$ cat config.mk
export PLATFORM = sky130hd
export DESIGN_NAME = ca_train_seq
export DESIGN_NICKNAME = d
export VERILOG_FILES = /design/src/rtl/ca_train_pkg.sv /design/src/rtl/ca_slot_compare.sv /design/src/rtl/ca_window_track.sv /design/src/rtl/ca_train_seq.sv
export SDC_FILE = /design/constraint.sdc
export NUM_CORES = 1
export LEC_CHECK = 0
export ABC_AREA = 1
export ABC_CLOCK_PERIOD_IN_PS = 4900
export BUFFER_PORTS_ARGS = -buffer_cell sky130_fd_sc_hd__buf_2
export CAP_MARGIN = 40
export CORE_ASPECT_RATIO = 2
export CORE_MARGIN = 3
export CORE_UTILIZATION = 55
export CTS_BUF_LIST = sky130_fd_sc_hd__clkbuf_2 sky130_fd_sc_hd__clkbuf_4 sky130_fd_sc_hd__clkbuf_8
export CTS_CLUSTER_DIAMETER = 150
export DETAILED_ROUTE_END_ITERATION = 10
export PLACE_DENSITY_LB_ADDON = 0.12
export SYNTH_ARGS = -nofsm -noshare
export SYNTH_HDL_FRONTEND = slang
export SYNTH_SLANG_ARGS = --single-unit
$ cat constraint.sdc
create_clock -name clk_i -period 4.9 [get_ports clk_i]
set_input_delay 0.245 -clock clk_i [delete_from_list [all_inputs] [get_ports clk_i]]
set_output_delay 0.245 -clock clk_i [all_outputs]
set_load 0.1 [all_outputs]
$ cat src/rtl/ca_train_pkg.sv
package ca_train_pkg;
  typedef enum logic [1:0] {OP_NOP = 2'd0, OP_MRW = 2'd1, OP_TRAIN = 2'd2} ca_op_e;

  localparam logic [7:0] MR_ENTER = 8'd41;
  localparam logic [7:0] MR_EXIT  = 8'd42;
  localparam logic [7:0] MR_REMAP = 8'd48;

  localparam int CA_PINS    = 10;
  localparam int SESS1_PINS = 8;
  localparam int DQ_W       = 16;
  localparam int SLOT_W     = 3;

  // training order: session one then session two
  function automatic logic [3:0] seq_pin(input logic [3:0] idx);
    case (idx)
      4'd4:    return 4'd5;
      4'd5:    return 4'd6;
      4'd6:    return 4'd7;
      4'd7:    return 4'd8;
      4'd8:    return 4'd4;
      4'd9:    return 4'd9;
      default: return idx;
    endcase
  endfunction

  function automatic logic [SLOT_W-1:0] seq_slot(input logic [3:0] idx);
    logic [3:0] s;
    s = (idx < 4'(SESS1_PINS)) ? idx : idx - 4'(SESS1_PINS);
    return s[SLOT_W-1:0];
  endfunction
endpackage

$ cat src/rtl/ca_slot_compare.sv
module ca_slot_compare #(
  parameter int DQ_W   = 16,
  parameter int SLOT_W = 3
) (
  input  logic [DQ_W-1:0]   dq_i,
  input  logic [SLOT_W-1:0] slot_i,
  input  logic              rise_i,
  input  logic              fall_i,
  output logic              match_o
);
  localparam int SLOTS = DQ_W / 2;

  logic [SLOTS-1:0] even_l, odd_l;

  for (genvar g = 0; g < SLOTS; g++) begin : g_split
    assign even_l[g] = dq_i[2*g];
    assign odd_l[g]  = dq_i[2*g+1];
  end

  assign match_o = (even_l[slot_i] == rise_i) && (odd_l[slot_i] == fall_i);
endmodule

$ cat src/rtl/ca_window_track.sv
module ca_window_track #(
  parameter int TAP_W = 5
) (
  input  logic             clk_i,
  input  logic             rst_ni,
  input  logic             clr_i,
  input  logic             step_i,
  input  logic             pass_i,
  input  logic [TAP_W-1:0] tap_i,
  output logic             found_o,
  output logic [TAP_W-1:0] first_o,
  output logic [TAP_W-1:0] last_o
);
  logic             run_on_q;
  logic [TAP_W-1:0] run_start_q;
  logic [TAP_W:0]   run_len_q, best_len_q;
  logic [TAP_W-1:0] nxt_start;
  logic [TAP_W:0]   nxt_len;

  assign nxt_start = run_on_q ? run_start_q : tap_i;
  assign nxt_len   = run_on_q ? run_len_q + 1'b1 : (TAP_W+1)'(1);

  always_ff @(posedge clk_i or negedge rst_ni) begin
    if (!rst_ni) begin
      run_on_q    <= 1'b0;
      run_start_q <= '0;
      run_len_q   <= '0;
      best_len_q  <= '0;
      first_o     <= '0;
      last_o      <= '0;
    end else if (clr_i) begin
      run_on_q    <= 1'b0;
      run_start_q <= '0;
      run_len_q   <= '0;
      best_len_q  <= '0;
      first_o     <= '0;
      last_o      <= '0;
    end else if (step_i) begin
      if (pass_i) begin
        run_on_q    <= 1'b1;
        run_start_q <= nxt_start;
        run_len_q   <= nxt_len;
        // strict compare keeps the earliest run on a tie
        if (nxt_len > best_len_q) begin
          best_len_q <= nxt_len;
          first_o    <= nxt_start;
          last_o     <= tap_i;
        end
      end else begin
        run_on_q  <= 1'b0;
        run_len_q <= '0;
      end
    end
  end

  assign found_o = best_len_q != '0;

  p_window_span_r10: assert property (@(posedge clk_i) disable iff (!rst_ni)
    found_o |-> ((TAP_W+1)'(last_o - first_o) + 1'b1 == best_len_q));

  p_run_len_r10: assert property (@(posedge clk_i) disable iff (!rst_ni)
    run_len_q <= best_len_q);
endmodule

$ cat src/rtl/ca_train_seq.sv
module ca_train_seq
  import ca_train_pkg::*;
#(
  parameter int TAP_W      = 5,
  parameter int SETTLE_CYC = 3,
  parameter int DEF_TAP    = 16
) (
  input  logic                     clk_i,
  input  logic                     rst_ni,
  input  logic                     start_i,
  input  logic [15:0]              dq_i,
  output logic [1:0]               cmd_op_o,
  output logic [7:0]               cmd_mr_o,
  output logic [TAP_W-1:0]         tap_o,
  output logic [9:0]               pat_rise_o,
  output logic [9:0]               pat_fall_o,
  output logic                     done_o,
  output logic [10*TAP_W-1:0]      center_o,
  output logic [9:0]               fail_o
);
  localparam int CNT_W = $clog2(SETTLE_CYC + 1);
  localparam logic [TAP_W-1:0] TAP_DEF = TAP_W'(DEF_TAP);

  typedef enum logic [2:0] {
    S_IDLE, S_ENTER, S_DRIVE, S_STORE, S_REMAP, S_EXIT, S_DONE
  } st_e;

  st_e              state_q;
  logic [3:0]       idx_q;
  logic [TAP_W-1:0] tap_q;
  logic             phase_q, ph_ok_q;
  logic [CNT_W-1:0] cnt_q;
  logic [TAP_W-1:0] center_q [CA_PINS];
  logic [CA_PINS-1:0] fail_q;

  logic [3:0]         pin;
  logic [SLOT_W-1:0]  slot;
  logic [CA_PINS-1:0] pin_oh;
  logic               sample, slot_ok, found;
  logic [TAP_W-1:0]   win_first, win_last;
  logic [TAP_W:0]     win_sum;

  assign pin     = seq_pin(idx_q);
  assign slot    = seq_slot(idx_q);
  assign pin_oh  = CA_PINS'(1) << pin;
  assign sample  = (state_q == S_DRIVE) && (cnt_q == SETTLE_CYC[CNT_W-1:0]);
  assign win_sum = {1'b0, win_first} + {1'b0, win_last};

  ca_slot_compare #(.DQ_W(DQ_W), .SLOT_W(SLOT_W)) u_cmp (
    .dq_i    (dq_i),
    .slot_i  (slot),
    .rise_i  (~phase_q),
    .fall_i  (phase_q),
    .match_o (slot_ok)
  );

  ca_window_track #(.TAP_W(TAP_W)) u_track (
    .clk_i   (clk_i),
    .rst_ni  (rst_ni),
    .clr_i   (state_q == S_STORE || state_q == S_ENTER),
    .step_i  (sample && phase_q),
    .pass_i  (ph_ok_q && slot_ok),
    .tap_i   (tap_q),
    .found_o (found),
    .first_o (win_first),
    .last_o  (win_last)
  );

  always_ff @(posedge clk_i or negedge rst_ni) begin
    if (!rst_ni) begin
      state_q <= S_IDLE;
      idx_q   <= '0;
      tap_q   <= '0;
      phase_q <= 1'b0;
      ph_ok_q <= 1'b0;
      cnt_q   <= '0;
      fail_q  <= '0;
      for (int i = 0; i < CA_PINS; i++) center_q[i] <= TAP_DEF;
    end else begin
      case (state_q)
        S_IDLE, S_DONE: if (start_i) state_q <= S_ENTER;
        S_ENTER: begin
          idx_q   <= '0;
          tap_q   <= '0;
          phase_q <= 1'b0;
          cnt_q   <= '0;
          state_q <= S_DRIVE;
        end
        S_DRIVE: begin
          if (!sample) begin
            cnt_q <= cnt_q + 1'b1;
          end else begin
            cnt_q <= '0;
            if (!phase_q) begin
              ph_ok_q <= slot_ok;
              phase_q <= 1'b1;
            end else begin
              phase_q <= 1'b0;
              if (tap_q == '1) state_q <= S_STORE;
              else             tap_q   <= tap_q + 1'b1;
            end
          end
        end
        S_STORE: begin
          center_q[pin] <= found ? win_sum[TAP_W:1] : TAP_DEF;
          fail_q[pin]   <= !found;
          tap_q         <= '0;
          if (idx_q == 4'(SESS1_PINS - 1))   state_q <= S_REMAP;
          else if (idx_q == 4'(CA_PINS - 1)) state_q <= S_EXIT;
          else begin
            idx_q   <= idx_q + 1'b1;
            state_q <= S_DRIVE;
          end
        end
        S_REMAP: begin
          idx_q   <= 4'(SESS1_PINS);
          state_q <= S_DRIVE;
        end
        S_EXIT:  state_q <= S_DONE;
        default: state_q <= S_IDLE;
      endcase
    end
  end

  always_comb begin
    cmd_op_o   = OP_NOP;
    cmd_mr_o   = '0;
    tap_o      = TAP_DEF;
    pat_rise_o = '0;
    pat_fall_o = '0;
    case (state_q)
      S_ENTER: begin cmd_op_o = OP_MRW; cmd_mr_o = MR_ENTER; end
      S_REMAP: begin cmd_op_o = OP_MRW; cmd_mr_o = MR_REMAP; end
      S_EXIT:  begin cmd_op_o = OP_MRW; cmd_mr_o = MR_EXIT;  end
      S_DRIVE: begin
        cmd_op_o   = OP_TRAIN;
        tap_o      = tap_q;
        pat_rise_o = phase_q ? '0 : pin_oh;
        pat_fall_o = phase_q ? pin_oh : '0;
      end
      default: ;
    endcase
    // command words are edge-symmetric so any tap captures them
    if (cmd_op_o == OP_MRW) begin
      pat_rise_o = CA_PINS'(cmd_mr_o);
      pat_fall_o = CA_PINS'(cmd_mr_o);
    end
  end

  assign done_o = (state_q == S_DONE);
  assign fail_o = fail_q;
  for (genvar g = 0; g < CA_PINS; g++) begin : g_out
    assign center_o[g*TAP_W +: TAP_W] = center_q[g];
  end

  p_mrw_edges_r6: assert property (@(posedge clk_i) disable iff (!rst_ni)
    (cmd_op_o == OP_MRW) |-> (pat_rise_o == pat_fall_o));

  p_one_pin_r7: assert property (@(posedge clk_i) disable iff (!rst_ni)
    (cmd_op_o == OP_TRAIN) |->
      ($countones(pat_rise_o | pat_fall_o) == 1 && (pat_rise_o & pat_fall_o) == '0));

  p_settle_hold_r8: assert property (@(posedge clk_i) disable iff (!rst_ni)
    (state_q == S_DRIVE && cnt_q != '0) |->
      ($stable(tap_o) && $stable(pat_rise_o) && $stable(pat_fall_o)));

  p_done_after_exit_r5: assert property (@(posedge clk_i) disable iff (!rst_ni)
    $rose(done_o) |-> ($past(cmd_op_o) == OP_MRW && $past(cmd_mr_o) == MR_EXIT));

  p_enter_from_rest_r12: assert property (@(posedge clk_i) disable iff (!rst_ni)
    (cmd_op_o == OP_MRW && cmd_mr_o == MR_ENTER) |->
      ($past(done_o) || $past(state_q == S_IDLE)));
endmodule

Word level (Yosys, flattened, before mapping)
Cells that the tools add are included.
{"block": "totals", "regBits": 104, "word_cells": 154}
{"block": "classes", "add_sub_neg": 6, "magnitude_cmp": 7, "n_eq_ne": 24, "n_shift": 1, "n_mux": 64, "n_bitwise": 2, "n_reduce_logical": 27}
{"cell": "two-way mux 5 bit", "count": 18}
{"cell": "two-way mux 10 bit", "count": 6}
{"cell": "bitwise mux 50 bit", "count": 1}
{"cell": "two-way mux 6 bit", "count": 8}
{"cell": "case mux 4 bit (6 select lines)", "count": 1}
{"cell": "two-way mux 3 bit", "count": 7}
{"cell": "demux 5 bit (select 4 bit)", "count": 1}
{"cell": "case mux 6 bit (3 select lines)", "count": 1}
{"cell": "equality test 4 x 3 -> 1 bit (second input constant)", "count": 4}
{"cell": "case mux 3 bit (5 select lines)", "count": 1}
{"cell": "inequality test 2 bit (second input constant)", "count": 6}
{"cell": "case mux 4 bit (3 select lines)", "count": 1}
{"cell": "bitwise mux 10 bit", "count": 1}
{"cell": "case mux 5 bit (2 select lines)", "count": 1}
{"cell": "nonzero test 2 bit", "count": 5}
{"cell": "left shift 1 x 4 -> 10 bit (first input constant)", "count": 1}
{"cell": "equality test 3 bit (second input constant)", "count": 3}
{"cell": "AND reduction 3 bit", "count": 3}
{"cell": "equality test 4 bit (second input constant)", "count": 2}
{"cell": "two-way mux 1 bit", "count": 8}
{"cell": "two-way mux 4 bit", "count": 2}
{"cell": "case mux 2 bit (2 select lines)", "count": 2}
{"cell": "AND reduction 4 bit", "count": 2}
{"cell": "adder 5 x 5 -> 6 bit", "count": 1}
{"cell": "34 further kinds", "count": 45}

Logic depth before layout (Yosys ltp)
Gate-level depths: netlist of run 1.
{"block": "depth", "depth_word": 10, "depth_mapped": 15, "mapped_depth_nobuf": 14}

Modules after synthesis
A second synthesis of run 1 with hierarchy kept.
{"block": "unflattened", "cells_unflattened": 750, "area_unflattened_um2": 5945.7}
{"module": "ca_train_seq", "instances": 1, "cells_each": 510, "area_each_um2": 4145.2}
{"module": "ca_window_track", "instances": 1, "cells_each": 197, "area_each_um2": 1589.0}
{"module": "ca_slot_compare", "instances": 1, "cells_each": 43, "area_each_um2": 211.5}

Worst setup path after synthesis of run 1
Ideal clock, no wire load.
{"block": "synth_timing", "kind": "register to output", "start": "reg state_q[0]", "end": "out pat_fall_o[1]", "arrival_time_ns": 4.584, "setup_slack_ns": 0.071, "stages_incl_launch_ff": 7, "path_buffers": 0, "cell_sequence": "dfrtp_1 > inv_2 > nor2_1 > inv_1 > nor2_1 > inv_1 > o21ai_0"}
{"item": "start, declared", "line": "ca_train_seq.sv:28", "text": "st_e state_q;"}
{"item": "start signal, assigned", "line": "ca_train_seq.sv:71", "text": "state_q <= S_IDLE;"}
{"item": "start signal, assigned", "line": "ca_train_seq.sv:81", "text": "S_IDLE, S_DONE: if (start_i) state_q <= S_ENTER;"}
{"item": "start signal, assigned", "line": "ca_train_seq.sv:87", "text": "state_q <= S_DRIVE;"}
{"item": "equality test 3 bit or equality test 3 x 1 -> 1 bit (tied branches)", "line": "ca_train_seq.sv:131", "text": "case (state_q)"}
{"item": "case mux 6 bit (3 select lines) *", "line": "ca_train_seq.sv:131"}
{"item": "net cmd_mr_o[1]", "line": "ca_train_seq.sv:13", "text": "output logic [7:0] cmd_mr_o,"}
{"item": "two-way mux 10 bit *", "line": "ca_train_seq.sv:144", "text": "if (cmd_op_o == OP_MRW) begin"}
{"item": "end, declared", "line": "ca_train_seq.sv:16", "text": "output logic [9:0] pat_fall_o,"}
Mark *: on every way through the listed nets, which the timed path passes. The rest lies on a longest branch.

Final worst setup path of run 1
{"block": "layout_timing", "start": "reg idx_q[0]", "end": "out pat_fall_o[7]"}
{"block": "layout_via", "elab_chain_cells": 6}
{"item": "start, declared", "line": "ca_train_seq.sv:29", "text": "logic [3:0] idx_q;"}
{"item": "start signal, assigned", "line": "ca_train_seq.sv:111", "text": "idx_q <= idx_q + 1'b1;"}
{"item": "start signal, assigned", "line": "ca_train_seq.sv:116", "text": "idx_q <= 4'(SESS1_PINS);"}
{"item": "equality test 4 bit or equality test 4 x 3 -> 1 bit (tied branches)", "line": "ca_train_pkg.sv:15", "text": "case (idx)"}
{"item": "case mux 4 bit (6 select lines) *", "line": "ca_train_pkg.sv:15"}
{"item": "left shift 1 x 4 -> 10 bit *", "line": "ca_train_seq.sv:45", "text": "assign pin_oh = CA_PINS'(1) << pin;"}
{"item": "two-way mux 10 bit *", "line": "ca_train_seq.sv:139", "text": "pat_fall_o = phase_q ? pin_oh : '0;"}
{"item": "two-way mux 10 bit *", "line": "ca_train_seq.sv:131"}
{"item": "two-way mux 10 bit *", "line": "ca_train_seq.sv:144"}
Every way passes the cells marked *; elsewhere a longest branch is shown, timed or not.

==> flow_metrics.env, run 1 <==
export IMPL_area_growth_pct=14.9
export IMPL_worst_ep_arrival_time_ns=3.28
export IMPL_synth_top_cells_by_count="nand2_1 (177), dfrtp_1 (94), nand3_1 (74)"
export IMPL_grt_pass1_vias=4880
export IMPL_cts_clk_slew_worst_paths_ns=0.10
export IMPL_finClkSkew_ns=0.0112
export IMPL_worstPathRequired_ns=4.66
export IMPL_synth_seq_area_share_pct=47.5
export IMPL_synth_top_cell_area_share_pct=42.7
export IMPL_antenna_cells_inserted=0
export IMPL_worstSetupPathType="reg2out"
export IMPL_clock_sinks=104
export IMPL_yosysUniqueCellTypes=41
export IMPL_vdd_ir_drop_max_mv=0.495
export IMPL_hp_class="in2async"
export IMPL_die_area_sq_mm=0.0113
export IMPL_clock_path_buffers=2
export IMPL_drtIter0Drc=329
export IMPL_end_kind="output pin"
export IMPL_htreeDepth=3
export IMPL_start_util_pct=56.4
export IMPL_cp_max_fo=13
export IMPL_antenna_left=0
export IMPL_fin_crit_ns=3.53
export IMPL_syn_inst=689
export IMPL_synth_edff_count=0
export IMPL_wl_per_cell_um=15.3
export IMPL_die_w_um=76.8
export IMPL_max_cap_viol_count=0
export IMPL_reg2reg_to="center_o[41]$_DFFE_PN0P_"
export IMPL_post_route_period_util_pct=72.0
export IMPL_layout_drive_gt1_share_pct=22.8
export IMPL_drc_errors=0
export IMPL_ioPinCount=115
export IMPL_synthArstFlopShare_pct=100
export IMPL_num_rows=51
export IMPL_slew_violations=0
export IMPL_num_vias=5011
export IMPL_tns_ns=0
export IMPL_netlist_area_sq_mm=0.00551
export IMPL_reg2reg_depth=10
export IMPL_coreArea_sq_mm=0.00976
export IMPL_startpoint_type="flip-flop"
export IMPL_wirelength_um=14100
export IMPL_relSlewSlack_pct=48.4
export IMPL_syn_avg_cell_area_sq_um=8.00
export IMPL_clock_latency_ns=0.38
export IMPL_synthTopCellsByArea="dfrtp_1 (43%), nand2_1 (12%), nand3_1 (6.7%), o21ai_1 (4.8%), dfstp_2 (4.8%)"
export IMPL_post_cts_buffers=0
export IMPL_nets=827
export IMPL_fp_dieH_um=148
export IMPL_power_density_mw_per_mm2=537
export IMPL_root_buffer="clkbuf_8"
export IMPL_synth_ff_type="dfrtp_1"
export IMPL_r2r_setup_slack_ns=2.11
export IMPL_power_leakage_nw=3.43
export IMPL_fmax_ghz=0.283
export IMPL_final_setup_viol_count=0
export IMPL_synth_most_common_cell="nand2_1"
export IMPL_synth_warnings=0
export IMPL_first_pass_iters=5
export IMPL_dpl_hpwl_um=10900
export IMPL_place_congestion=0.875
export IMPL_finalHoldViolCount=0
export IMPL_grtUsageTotal_pct=25.6
export IMPL_cts_tree="yes"
export IMPL_hold_slack_ns=0.459
export IMPL_rsz0062_at_grt="false"
export IMPL_yosys_area_top_type="dfrtp_1"
export IMPL_cts_buffers=9
export IMPL_viasPerCell=5.41
export IMPL_status="finished clean"
export IMPL_grt_pass1_wl_um=23300
export IMPL_grt_ovfl_total=0
export IMPL_antenna_found_initial=0
export IMPL_tightestPinTransition_ns=0.774
export IMPL_grt_max_degree=63
export IMPL_numPortBuffers=111
export IMPL_critical_path_reg2reg_startpoint="idx_q[0]$_DFFE_PN0P_"
export IMPL_synth_seq_cells=104
routing by layer:
| layer | GRT usage, % | vias up | wire length, um |
|---|---|---|---|
| li1 | - | 2433 | - |
| met1 | 28.5 | 2380 | 5410 |
| met2 | 47.3 | 167 | 7630 |
| met3 | 4.02 | 31 | 667 |
| met4 | 11.1 | 0 | 417 |
| met5 | 0 | - | 0 |
area by class of cell:
class,count,area [sq um]
Multi-Input combinational cell,476,2430
Sequential cell,104,2620
Clock buffer,10,138
Clock inverter,6,52.6
Timing Repair Buffer,117,629
Fill cell,919,3430
Tap cell,132,165
Inverter,81,304
worst max path at each step:
stage / from / endpoint / slack, ns / cells past startpoint
final: idx_q[0]$_DFFE_PN0P_ / pat_fall_o[7] / 1.37 / 12
after global routing: idx_q[0]$_DFFE_PN0P_ / pat_rise_o[7] / 1.11 / 12
after floorplan: state_q[0]$_DFFE_PN0P_ / pat_fall_o[1] / 0.07 / 6
after detailed placement: idx_q[0]$_DFFE_PN0P_ / pat_fall_o[7] / 1.83 / 12
after global placement: idx_q[0]$_DFFE_PN0P_ / pat_fall_o[7] / 2.00 / 12
after CTS: idx_q[0]$_DFFE_PN0P_ / pat_fall_o[7] / 1.41 / 12
state kept, by name (all words and copies together), names as in the netlist, 2 cells and up:
name,count
center_o,50
fail_o,10
u_track.best_len_q,6
u_track.run_len_q,6
tap_q,5
u_track.first_o,5
u_track.last_o,5
u_track.run_start_q,5
idx_q,4
state_q,3
cnt_q,2
cell usage in the layout (no fill, tap or decap), types with 3 or more instances in the layout:
cell	Yosys	layout
inv_2	10	10
nor2_4	8	8
clkinv_4	0	3
nand2_1	177	177
conb_1	1	3
inv_1	70	70
nor2_1	41	41
dfstp_2	10	10
a21oi_1	10	10
dfrtp_1	94	94
buf_2	12	110
nor2_2	5	5
o21ai_1	53	53
buf_4	6	4
ha_1	18	18
o21ai_0	32	32
nand2_2	9	9
nand3_1	74	74
nor3_1	6	6
clkbuf_8	0	10
nand4_1	17	17
critical path: stages, from the launching register on:
cell	delay, ns
dfrtp_1	0.62
inv_1	0.31
ha_1	0.31
nor2_1	0.15
nor2_2	0.08
nor2_4	0.14
nand2_1	0.10
o21bai_4	0.23
nand2_2	0.13
nor2_4	0.21
inv_1	0.10
nor2_1	0.09
buf_2	0.44
timing repair:
| action | CTS | global route |
|---|---|---|
| hold buffers | 1 | 0 |
| hold endpoints to repair | 58 | 0 |
| gates resized for setup | 0 | 0 |
logic make-up after synthesis:
family / after synthesis / synth area share [%]
AND/OR/NAND/NOR: 347 / 28.8
XOR/XNOR: 3 / 0.477
adder cells (fa/ha/maj): 19 / 4.45
multiplexers: 1 / 0.182
buffers and inverters: 111 / 8.65
AO/OA/AOI/OAI: 103 / 9.92
flip-flops: 104 / 47.5
other: 1 / 0.0681
power breakdown:
part           switching, mW  leakage [nW]  internal [mW]
sequential            0.0931          1.40          0.972
combinational           1.51          1.95          0.311
clock                  0.309        0.0906          0.205
total                   1.91          3.43           1.49
metrics by stage:
| stage | total power, mW | setup slack [ns] | instance area, sq um | utilization (%) | instances |
|---|---|---|---|---|---|
| 3_5_place_dp | 2.89 | 1.83 | 6130 | 62.8 | 909 |
| 5_1_grt | 3.57 | 1.11 | 6330 | 64.8 | 926 |
| 4_1_cts | 3.40 | 1.41 | 6330 | 64.8 | 926 |
| 2_1_floorplan | 2.57 | 0.0706 | 5520 | - | 691 |
| 3_3_place_gp | 2.83 | 2.00 | 6090 | 62.4 | 907 |
| 6_report | 3.40 | 1.37 | 6330 | 64.8 | 926 |
Note: power is estimated with default switching activity, not from simulation.
==> run 2: changes to the inputs <==
Settings changed: ABC_AREA 1 to 0, ABC_CLOCK_PERIOD_IN_PS 4900 to 3300.
Clock period 4.9 ns to 3.3 ns, I/O delays scaled along.
==> run 2 against run 1 <==
Net effect: via count decreased by 14%; critical path type unchanged; largest cell class unchanged; utilization increased by 4.3 points; clock skew about the same; die area decreased by 1.3%; synthesized cell count decreased by 28%; power decreased by 36%.
==> flow_metrics.env, run 2 <==
export IMPL_first_pass_iters=4
export IMPL_clock_sinks=104
export IMPL_cp_max_fo=10
export IMPL_finalHoldViolCount=0
export IMPL_cts_clk_slew_worst_paths_ns=0.11
export IMPL_num_rows=50
export IMPL_final_cell_mix="buf_2 (96), dfrtp_1 (94), mux2_2 (62)"
export IMPL_drc_errors=0
export IMPL_synthMuxAreaShare_pct=19.6
export IMPL_synth_seq_cells=104
export IMPL_finClkSkew_ns=0.0116
export IMPL_yosys_area_share_simple_pct=13.0
export IMPL_die_w_um=76.3
export IMPL_tns_ns=0
export IMPL_numPortBuffers=111
export IMPL_final_setup_viol_count=0
export IMPL_worstSetupPathType="reg2out"
export IMPL_post_route_period_util_pct=94.3
export IMPL_r2r_setup_slack_ns=0.49
export IMPL_viasPerCell=5.73
export IMPL_power_total_mw=2.19
export IMPL_synth_xor_area_share_pct=0.967
export IMPL_grt_pass1_wl_um=22500
export IMPL_pre_cts_ws_ns=0.554
export IMPL_end_kind="output pin"
export IMPL_final_area_sq_mm=0.00658
export IMPL_dpl_hpwl_um=10800
export IMPL_tightestPinTransition_ns=0.781
export IMPL_clock_path_buffers=2
export IMPL_synth_edff_count=0
export IMPL_grt_max_degree=57
export IMPL_final_util_pct=69.2
export IMPL_syn_inst=499
export IMPL_reg2reg_depth=8
export IMPL_synth_top_cells_by_count="dfrtp_1 (94), mux2_2 (62), nand2_1 (48)"
export IMPL_largest_reg_flops=50
export IMPL_wl_per_cell_um=18.7
export IMPL_synth_most_common_cell="dfrtp_1"
export IMPL_vdd_ir_drop_max_mv=0.377
export IMPL_placed_area_sq_mm=0.00636
export IMPL_synth_top_family_by_area="multiplexers"
export IMPL_antenna_cells_inserted=0
export IMPL_synth_top_cell_area_share_pct=43.3
export IMPL_synthArstFlopShare_pct=100
export IMPL_worstPathRequired_ns=3.13
export IMPL_reg2reg_to="u_track.last_o[2]$_DFFE_PN0P_"
export IMPL_power_density_mw_per_mm2=333
export IMPL_grtUsageTotal_pct=25.3
export IMPL_synth_seq_area_share_pct=48.1
export IMPL_cts_tree="yes"
export IMPL_power_leakage_nw=3.40
export IMPL_root_buffer="clkbuf_8"
export IMPL_cts_buffers=9
export IMPL_nets=654
export IMPL_htreeDepth=3
export IMPL_hold_slack_ns=0.114
export IMPL_syn_avg_cell_area_sq_um=10.9
export IMPL_synth_ff_type="dfrtp_1"
export IMPL_worst_ep_arrival_time_ns=2.95
export IMPL_clock_latency_ns=0.37
export IMPL_grt_ovfl_total=0
export IMPL_post_cts_buffers=0
export IMPL_setup_slack_ns=0.188
export IMPL_relSlewSlack_pct=47.7
export IMPL_fin_crit_ns=3.11
export IMPL_placedCellCount=734
export IMPL_antenna_found_initial=0
export IMPL_hp_class="in2reg"
export IMPL_slew_violations=0
export IMPL_max_cap_viol_count=0
export IMPL_coreArea_sq_mm=0.00951
export IMPL_fmax_ghz=0.321
export IMPL_final_instance_count_excl_fill=751
export IMPL_area_growth_pct=21.0
export IMPL_netlist_area_sq_mm=0.00543
export IMPL_drtIter0Drc=276
export IMPL_fp_dieH_um=147
export IMPL_antenna_left=0
export IMPL_critical_path_reg2reg_startpoint="u_track.run_on_q$_DFFE_PN0P_"
export IMPL_yosys_area_top_type="dfrtp_1"
export IMPL_ioPinCount=115
export IMPL_fillerInstances=728
export IMPL_final_common_cell="buf_2"
export IMPL_synth_warnings=0
export IMPL_synthTopCellsByArea="dfrtp_1 (43%), mux2_2 (13%), dfstp_2 (4.8%), ha_1 (4.1%), mux2i_1 (3.7%)"
export IMPL_yosysUniqueCellTypes=53
export IMPL_status="finished clean"
export IMPL_start_util_pct=57.1
export IMPL_endpoint="pat_fall_o[4]"
export IMPL_layout_drive_gt1_share_pct=37.7
export IMPL_worstSetupStartpoint="idx_q[0]$_DFFE_PN0P_"
export IMPL_grt_pass1_vias=4571
export IMPL_synthAdderAreaFrac_pct=4.51
export IMPL_startpoint_type="flip-flop"
export IMPL_num_vias=4301
export IMPL_die_area_sq_mm=0.0112
export IMPL_wirelength_um=14000
export IMPL_place_congestion=0.912
export IMPL_synth_compound_area_share_pct=9.23
[run 2: cell count changes after synthesis, moves of 9 or more]
cell | before | now
nand2_2 | 9 | 0
a22o_1 | 0 | 13
inv_1 | 70 | 27
o21ai_1 | 53 | 0
mux2i_1 | 1 | 20
inv_2 | 10 | 0
nand4_1 | 17 | 4
nor2b_1 | 0 | 10
buf_2 | 12 | 3
nand3_1 | 74 | 9
nand2_1 | 177 | 48
mux2_2 | 0 | 62
o21ai_0 | 32 | 18
and2_1 | 0 | 9
[run 2: final cells by class]
| type | instances | area, sq um | area share (%) |
|---|---|---|---|
| flip-flops and latches | 104 | 2620 | 39.8 |
| multi-input cells | 345 | 2610 | 39.7 |
| repair buffers | 129 | 893 | 13.6 |
| well taps | 130 | 163 | 2.47 |
| clock buffers | 10 | 138 | 2.09 |
| inverters | 27 | 101 | 1.54 |
| clock inverters | 6 | 56.3 | 0.856 |
[run 2: worst min-delay path by stage]
stage / startpoint / to / slack, ns / depth (start not counted)
after floorplan: rst_ni / center_o[0]$_DFFE_PN0P_ / -0.13 / 0
after global placement: rst_ni / u_track.best_len_q[0]$_DFFE_PN0P_ / 0.25 / 1
after detailed placement: rst_ni / u_track.best_len_q[1]$_DFFE_PN0P_ / 0.26 / 1
after CTS: start_i / state_q[2]$_DFFE_PN0P_ / 0.09 / 3
after global routing: start_i / state_q[2]$_DFFE_PN0P_ / 0.10 / 3
final: start_i / state_q[2]$_DFFE_PN0P_ / 0.11 / 3
[run 2: repair_timing]
action                                  in CTS  in global routing
endpoints found under the hold margin       49                  0
hold buffers                                 1                  0
endpoints found under the setup margin       0                  3
resized for setup                            0                  3
[run 2: where the power goes]
group	internal, mW	leakage, nW	switching [mW]
Sequential	1.28	1.37	0.00854
Clock	0.314	0.0977	0.475
Combinational	0.0311	1.94	0.0752
Total	1.63	3.40	0.559
[run 2: routing by layer]
layer | share of wire, % | up-vias | global-route usage (%)
met5 | 0 | - | 0
li1 | - | 1976 | -
met4 | 2.8 | 0 | 9.98
met3 | 6.9 | 28 | 6.42
met2 | 53 | 167 | 45.8
met1 | 37 | 2130 | 27.9
[run 2: kinds of logic (layout without fill, tap and decap cells)]
logic type | Yosys count | count (layout)
flops | 104 | 104
other cells | 1 | 3
simple gates | 151 | 151
mux | 92 | 92
xor+xnor | 6 | 6
buf+inv | 52 | 172
fa+ha+maj | 19 | 19
compound gates | 74 | 74
[run 2: worst max-delay path: stages, from the launching register on]
cell and delay, ns:
dfrtp_1 0.55, inv_1 0.19, ha_1 0.29, nor2_1 0.14, o22a_1 0.29, mux2i_2 0.35, nand2_1 0.23, o22ai_2 0.17
clkbuf_4 0.36
==> run 3: changes to the inputs <==
Settings changed: CELL_PAD_IN_SITES_DETAIL_PLACEMENT set to 0, CELL_PAD_IN_SITES_GLOBAL_PLACEMENT set to 2, CORE_UTILIZATION 55 to 36.
==> run 3 against run 2 <==
Net effect: non-clock buffer count rose by 3; via count shrank 2.7%; clock skew up 0.011 ns; setup slack improved by 0.11 ns; global-route usage decreased by 6.2 points; critical endpoint is now pat_rise_o[4].
==> flow_metrics.env, run 3 (synthesized netlist as in run 2, its figures left out) <==
export IMPL_grt_ovfl_total=0
export IMPL_startpoint_type="flip-flop"
export IMPL_dpl_hpwl_um=12200
export IMPL_ioPinCount=115
export IMPL_power_total_mw=2.24
export IMPL_fillerInstances=1453
export IMPL_worstHoldStart="start_i"
export IMPL_antenna_found_initial=0
export IMPL_use_met3_pct=2.85
export IMPL_tightestPinTransition_ns=0.856
export IMPL_max_cap_viol_count=0
export IMPL_slew_violations=0
export IMPL_numPortBuffers=111
export IMPL_area_growth_pct=24.2
export IMPL_worst_ep_arrival_time_ns=2.83
export IMPL_antenna_cells_inserted=0
export IMPL_reg2reg_depth=10
export IMPL_clock_sinks=104
export IMPL_grt_pass1_vias=4331
export IMPL_status="finished clean"
export IMPL_viasPerCell=5.13
export IMPL_antenna_left=0
export IMPL_htreeDepth=3
export IMPL_final_cell_mix="dfrtp_1 (93), buf_2 (93), mux2_2 (62)"
export IMPL_coreArea_sq_mm=0.0146
export IMPL_cts_tree="yes"
export IMPL_die_area_sq_mm=0.0167
export IMPL_post_cts_buffers=0
export IMPL_power_density_mw_per_mm2=332
export IMPL_num_vias=4183
export IMPL_vdd_ir_drop_max_mv=0.244
export IMPL_die_w_um=92.9
export IMPL_fin_crit_ns=3.00
export IMPL_largest_reg_flops=50
export IMPL_root_buffer="clkbuf_8"
export IMPL_num_rows=62
export IMPL_hp_class="in2reg"
export IMPL_start_util_pct=37.3
export IMPL_critical_path_reg2reg_startpoint="u_track.run_len_q[0]$_DFFE_PN0P_"
export IMPL_place_congestion=0.822
export IMPL_use_met2_pct=36.7
export IMPL_final_setup_viol_count=0
export IMPL_post_route_period_util_pct=90.9
export IMPL_worstSetupStartpoint="idx_q[0]$_DFFE_PN0P_"
export IMPL_worstPathRequired_ns=3.13
export IMPL_grt_pass1_wl_um=24500
export IMPL_fmax_ghz=0.333
export IMPL_wl_per_cell_um=19.0
export IMPL_relSlewSlack_pct=42.6
export IMPL_power_leakage_nw=3.44
export IMPL_pre_cts_ws_ns=0.451
export IMPL_wirelength_um=15500
export IMPL_final_util_pct=46.3
export IMPL_nets=657
export IMPL_rsz0062_at_grt="false"
export IMPL_grtUsageTotal_pct=19.1
export IMPL_hold_path_depth=3
export IMPL_clock_path_buffers=2
export IMPL_layout_drive_gt1_share_pct=38.3
export IMPL_setup_slack_ns=0.300
export IMPL_finClkSkew_ns=0.0222
export IMPL_fp_dieH_um=180
export IMPL_first_pass_iters=4
export IMPL_cts_buffers=9
export IMPL_drtIter0Drc=140
export IMPL_busiest_layer="met2"
export IMPL_cp_max_fo=8
export IMPL_worstSetupPathType="reg2out"
export IMPL_drc_errors=0
export IMPL_grt_met1_usage_pct=20.9
export IMPL_clock_latency_ns=0.38
export IMPL_cts_clk_slew_worst_paths_ns=0.12
export IMPL_end_kind="output pin"
export IMPL_grt_max_degree=58
export IMPL_finalHoldViolCount=0
-- run 3: layout make-up --
class	count	area (sq um)	share of cell area, %
flip-flops and latches	104	2620	38.8
clock buffers	9	124	1.83
well taps	192	240	3.56
repair buffers	132	961	14.2
clock inverters	7	93.8	1.39
multi-input cells	345	2620	38.7
inverters	27	101	1.50
-- run 3: final timing paths --
kind | slack [ns] | to
worst max-delay path | 0.30 | pat_rise_o[4]
worst min-delay path | 0.13 | state_q[2]$_DFFE_PN0P_
worst max register to register | 0.63 | u_track.best_len_q[3]$_DFFE_PN0P_
worst min register to register | 0.49 | ph_ok_q$_DFFE_PN0P_
max in group asynchronous | 2.01 | center_o[39]$_DFFE_PN1P_
min in group asynchronous | 0.39 | idx_q[1]$_DFFE_PN0P_
-- run 3: worst max-delay path, stage by stage (launching register included) --
cell	delay, ns
dfrtp_2	0.49
buf_4	0.19
ha_1	0.27
nor2_1	0.11
o22a_1	0.26
mux2i_2	0.42
nand2_1	0.21
o22ai_1	0.30
buf_12	0.22
-- run 3: power breakdown --
part,switching (mW),total (mW),leakage [nW],internal (mW)
sequential,0.00753,1.29,1.37,1.28
clock,0.528,0.842,0.108,0.315
combinational,0.0765,0.107,1.96,0.0302
-- run 3: timing repair --
item / in CTS / in global routing
endpoints found under the setup margin: 0 / 6
hold buffers: 1 / 0
endpoints found under the hold margin: 50 / 0
gates resized for setup: 0 / 3
-- run 3: routing by layer --
layer / wire (um) / vias up / share of wire, %
li1: - / 1972 / -
met1: 5730 / 2093 / 37
met2: 8930 / 105 / 58
met3: 592 / 13 / 3.8
met4: 265 / 0 / 1.7
met5: 0 / - / 0
-- run 3: per-stage QoR --
stage | area [sq um] | instances | TNS [ns] | hold slack (ns)
6_report | 6750 | 816 | 0 | 0.126
4_1_cts | 6740 | 816 | 0 | 0.108
3_3_place_gp | 6520 | 799 | 0 | 0.276
2_1_floorplan | 5460 | 501 | -0.338 | -0.131
5_1_grt | 6750 | 816 | 0 | 0.107
3_5_place_dp | 6520 | 799 | 0 | 0.293
